File: config.mk
export PLATFORM = sky130hd
export DESIGN_NAME = rw_start_arbiter
export DESIGN_NICKNAME = d
export VERILOG_FILES = /design/src/rtl/rwarb_pkg.sv /design/src/rtl/rwarb_ctrl.sv /design/src/rtl/rwarb_datapath.sv /design/src/rtl/rw_start_arbiter.sv
export SDC_FILE = /design/constraint.sdc
export NUM_CORES = 1
export LEC_CHECK = 0
export BUFFER_PORTS_ARGS = -buffer_cell sky130_fd_sc_hd__buf_2
export CORE_AREA = 2 2 39 41
export CTS_BUF_LIST = sky130_fd_sc_hd__clkbuf_16
export DETAILED_ROUTE_END_ITERATION = 12
export DIE_AREA = 0 0 41 43
export RECOVER_POWER = 25
export SYNTH_ARGS = -nofsm -noshare
export SYNTH_HDL_FRONTEND = slang
export SYNTH_SLANG_ARGS = --single-unit
File: constraint.sdc
create_clock -name clk -period 3.95 [get_ports clk]
set_input_delay 0.79 -clock clk [delete_from_list [all_inputs] [get_ports clk]]
set_output_delay 0.79 -clock clk [all_outputs]
set_load 0.02 [all_outputs]
File: src/rtl/rwarb_pkg.sv
package rwarb_pkg;
  // Strobes from the decision logic to the state-holding datapath
  typedef struct packed {
    logic rd;
    logic wr;
  } startReq_t;

  localparam int PORT_RD = 0;
  localparam int PORT_WR = 1;
  localparam int NUM_PORTS = 2;
endpackage

File: src/rtl/rwarb_ctrl.sv
module rwarb_ctrl
  import rwarb_pkg::*;
(
  input  logic      rdSel,
  input  logic      wrSel,
  input  logic      rdFree,
  input  logic      wrFree,
  input  logic      lastWasRead,
  output startReq_t go
);
  logic rdOk;
  logic wrOk;

  assign rdOk = rdSel && rdFree;
  assign wrOk = wrSel && wrFree;

  always_comb begin
    go = '0;
    if (rdOk && wrOk) begin
      // history decides: write only right after a read
      if (lastWasRead) go.wr = 1'b1;
      else             go.rd = 1'b1;
    end else if (rdOk) begin
      go.rd = 1'b1;
    end else if (wrOk) begin
      go.wr = 1'b1;
    end
  end
endmodule

File: src/rtl/rwarb_datapath.sv
module rwarb_datapath
  import rwarb_pkg::*;
#(
  parameter int BURST_CYCLES = 2
) (
  input  logic      clk,
  input  logic      rst_n,
  input  startReq_t go,
  output logic      rdStart,
  output logic      wrStart,
  output logic      rdBusy,
  output logic      wrBusy,
  output logic      rdFree,
  output logic      wrFree
);
  localparam int CW = $clog2(BURST_CYCLES + 1);

  logic [NUM_PORTS-1:0] goVec;
  logic [NUM_PORTS-1:0] startVec;
  logic [NUM_PORTS-1:0] busyVec;
  logic [NUM_PORTS-1:0] freeVec;

  assign goVec[PORT_RD] = go.rd;
  assign goVec[PORT_WR] = go.wr;

  for (genvar p = 0; p < NUM_PORTS; p++) begin : g_port
    logic [CW-1:0] cyclesLeft;
    logic          startR;

    always_ff @(posedge clk or negedge rst_n) begin
      if (!rst_n) begin
        cyclesLeft <= '0;
        startR     <= 1'b0;
      end else begin
        startR <= goVec[p];
        if (goVec[p])               cyclesLeft <= CW'(BURST_CYCLES);
        else if (cyclesLeft != '0)  cyclesLeft <= cyclesLeft - 1'b1;
      end
    end

    assign startVec[p] = startR;
    assign busyVec[p]  = (cyclesLeft != '0);
    // port can take a new burst next cycle once at most one cycle remains
    assign freeVec[p]  = (cyclesLeft <= CW'(1));
  end

  assign rdStart = startVec[PORT_RD];
  assign wrStart = startVec[PORT_WR];
  assign rdBusy  = busyVec[PORT_RD];
  assign wrBusy  = busyVec[PORT_WR];
  assign rdFree  = freeVec[PORT_RD];
  assign wrFree  = freeVec[PORT_WR];
endmodule

File: src/rtl/rw_start_arbiter.sv
module rw_start_arbiter
  import rwarb_pkg::*;
#(
  parameter int BURST_CYCLES = 2
) (
  input  logic clk,
  input  logic rst_n,
  input  logic rdSel,
  input  logic wrSel,
  output logic rdStart,
  output logic wrStart,
  output logic rdBusy,
  output logic wrBusy
);
  startReq_t go;
  logic rdFree;
  logic wrFree;

  rwarb_ctrl u_ctrl (
    .rdSel       (rdSel),
    .wrSel       (wrSel),
    .rdFree      (rdFree),
    .wrFree      (wrFree),
    .lastWasRead (rdStart),
    .go          (go)
  );

  rwarb_datapath #(.BURST_CYCLES(BURST_CYCLES)) u_dp (
    .clk     (clk),
    .rst_n   (rst_n),
    .go      (go),
    .rdStart (rdStart),
    .wrStart (wrStart),
    .rdBusy  (rdBusy),
    .wrBusy  (wrBusy),
    .rdFree  (rdFree),
    .wrFree  (wrFree)
  );
endmodule

==> summary.md <==
The run finished with clean final reports. The arrival time at the worst endpoint was 1.13 ns. The design draws 0.4423 mW.

The die is 43 µm tall. The run gives 0 as the number of gates resized after cts. The achievable frequency is 520.9 MHz. The run gives 10 as the distinct cell type count after synthesis. The final-report max-slew violation count is 0, and the maximum ir drop on the vdd rail is 0.3312 mV.

The analysis attributes to cell leakage a power of 0.2405 nW. The post-synthesis to final-layout area growth was 41.87%. The fraction of registers with async set or reset after synthesis was 100.0%.

Data on the critical path is required at its endpoint by 3.16 ns. Net switching is 33.71% of the power. In the synthesized netlist, the number of instances is 29.

The first global-routing pass estimated 938 µm of wire. The Yosys step of the flow raised 0 warnings. For this design the ratio of total power to cell area is 1013 nW/µm². Counting along the longest clock path gives a buffer depth of 2. Entering global routing, the biggest net connects 7 pins. In this run, synthesis produced a sequential element count of 6. The number of buffers added for setup after CTS is 0, and the routed wire length per instance is 9.891 µm.

The run gives 307.8 µm² as the post-synthesis cell area. The worst setup path is captured at an output pin. The mean instance size in the synthesized netlist is 10.61 µm², and the number of antenna violations at the first check in global routing is 0. TritonCTS built the clock tree. For the switching power, the log shows 0.1491 mW. The starting DRC count in detailed routing was 3; the number of detailed-route iterations in the first pass was 4. Yosys attributes the largest share of cell area to sky130_fd_sc_hd__dfrtp_1, sky130_fd_sc_hd__ha_1, sky130_fd_sc_hd__inv_1. The maximum level of the CTS H-tree is 1, and the total wirelength of the detailed-routed design is 544 µm. For the number of antenna-violating nets in the routed design, the log shows 0. The cell type with the highest aggregate area in the netlist is sky130_fd_sc_hd__dfrtp_1. The commonest cells after synthesis are sky130_fd_sc_hd__inv_1, sky130_fd_sc_hd__dfrtp_1, sky130_fd_sc_hd__ha_1, sky130_fd_sc_hd__nor2_1. The part of the total power dissipated in combinational logic came out at 37.3%.

The time the worst path needs with I/O delays and setup was 1.920 ns. In the final layout, the share of cells above drive strength 1 is 23.08%. By startpoint and endpoint, the worst setup path is classified as register to output pin. The number of antenna diodes in the final layout is 0. In the routed layout, each cell is associated on average with a via count of 4.091.

The logs give 217 for the via count of the first global-routing pass and 8 for the count of pins on the block boundary. For this run, the leading register cell type out of synthesis is sky130_fd_sc_hd__dfrtp_1. For the pin with the worst max-slew slack, the measured transition is 0.4526 ns. The initialized floorplan defines 14 standard-cell rows. Net count reported at finish: 49.

Kind of start point of the critical path: a register. The worst path uses 48.60% of the clock period. The logs give 0.001222 ns for the worst clock skew on the final layout and 0 ns for the setup TNS.

The run gives 0.22 ns as the worst-skew pair later-pin latency. The run gives 26.0% as the sequential fraction of design power. The number of vias in the routed layout came out at 225. For the hold buffer count at cts, the log shows 0. Setup violations remaining at the end of the flow were counted as 0. The logs give 36.7% for the part of the power in the clock network and 7.972% for the global-route usage over all layers. Measured along the x axis, the die boundary spans 41 µm. Share of Yosys cell area claimed by the top area cell type: 48.78%. Setup repair after global routing left no endpoint under its margin.

The tools report the die footprint as 1763 µm². The relative slew slack was 69.62%. The clock net in this run drives a total of 6 sinks.

The leading cell type by number of instances after synthesis was sky130_fd_sc_hd__inv_1. For this run, design rule violations remaining after detail routing come to 0. The number of flops mapped to enable cells by yosys is 0. The floorplan step defined a core boundary enclosing 1384 µm². The HPWL reported at the end of detailed placement was 434.3 µm; the final estimated routing congestion in global placement was 0.7435. The total of buffers placed on input and output ports was 7; the number of CTS-inserted buffers was 3. The post-synthesis net count came out at 37. For the hold violation count in the final report, the log shows 0. The root buffer cell chosen for the clock tree is sky130_fd_sc_hd__clkbuf_16.

Max-cap violations in this run came to 0. The clock-pin slew on the worst setup and hold paths works out to 0.03 ns. Of all nets on the critical path, the largest fanout is 4.

Summed over all layers, the global routing overflow is 0. Sequential cells were found to cover 48.78% of the synthesized design area. The path class of the tightest hold or removal check is input pin to async pin. Once the floorplan was initialized, standard cells occupied 22.24% of the core. The internal power component came out at 0.2932 mW.
registers in the layout, indices dropped and copies added (netlist names):
register / flops
u_dp.g_port.cyclesLeft: 4
u_dp.rdStart: 1
u_dp.wrStart: 1
metal layers:
metal,GRT usage (%),wire (µm)
met1,11.44,265
met3,1.571,34
met4,6.000,0
met5,0,0
met2,10.00,244
cell type report:
type                    instances  area, µm²
inverters                       7      26.28
clock buffers                   3      75.07
flip-flops and latches          6      150.1
repair buffers                  7      33.78
fillers                       143      947.2
multi-input cells              16      131.4
well taps                      16      20.02
final timing paths:
| check | from | end | slack, ns | cells after the start |
|---|---|---|---|---|
| worst max-delay path | u_dp.g_port[1].cyclesLeft[1] | wrBusy | 2.03 | 4 |
| worst min-delay path | rst_n | u_dp.g_port[1].cyclesLeft[0] | 0.44 | 1 |
| worst max register to register | u_dp.g_port[1].cyclesLeft[1] | u_dp.g_port[0].cyclesLeft[0] | 2.49 | 5 |
| worst min register to register | u_dp.g_port[0].cyclesLeft[1] | u_dp.g_port[0].cyclesLeft[1] | 0.50 | 1 |
| max in group asynchronous | rst_n | u_dp.rdStart | 3.25 | 1 |
| min in group clk | u_dp.g_port[0].cyclesLeft[1] | u_dp.g_port[0].cyclesLeft[1] | 0.50 | 1 |
cell usage in the layout, fill, tap and decap left out:
master,n
sky130_fd_sc_hd__a211o_1,2
sky130_fd_sc_hd__a311oi_1,1
sky130_fd_sc_hd__buf_2,6
sky130_fd_sc_hd__clkbuf_1,1
sky130_fd_sc_hd__clkbuf_16,3
sky130_fd_sc_hd__dfrtp_1,6
sky130_fd_sc_hd__ha_1,4
sky130_fd_sc_hd__inv_1,7
sky130_fd_sc_hd__nand2b_1,1
sky130_fd_sc_hd__nor2_1,4
sky130_fd_sc_hd__nor2b_1,1
sky130_fd_sc_hd__o311a_1,1
sky130_fd_sc_hd__xor2_1,2
logic make-up after synthesis:
kind of cell    synth area share (%)
compound gates                 11.79
buf+inv                        8.538
xor+xnor                       5.692
fa+ha+maj                      16.26
simple gates                   8.944
flops                          48.78
power by group through the flow:
stage / Sequential, mW / Combinational, mW / Clock (mW)
5_1_grt: 0.119 / 0.191 / 0.169
3_5_place_dp: 0.116 / 0.168 / 0
2_1_floorplan: 0.121 / 0.118 / 0
3_3_place_gp: 0.116 / 0.163 / 0
4_1_cts: 0.116 / 0.168 / 0.164
6_report: 0.115 / 0.165 / 0.162
worst max-delay path: stages, from the launching register on:
cell and delay (ns):
sky130_fd_sc_hd__dfrtp_1 0.39, sky130_fd_sc_hd__inv_1 0.09, sky130_fd_sc_hd__ha_1 0.22, sky130_fd_sc_hd__inv_1 0.05, sky130_fd_sc_hd__buf_2 0.15
stage by stage:
step                instances  utilization (%)  instance area [µm²]  setup slack (ns)  hold slack (ns)
floorplan                  29                -                307.8             2.374           0.4736
global placement           52            26.22                362.8             2.281           0.4933
detailed placement         52            26.22                362.8             2.260           0.4980
CTS                        55            31.65                437.9             2.021           0.3888
global route               55            31.56                436.7             1.953           0.4689
finish                     55            31.56                436.7             2.030           0.4417
(Power assumes the default switching activity.)
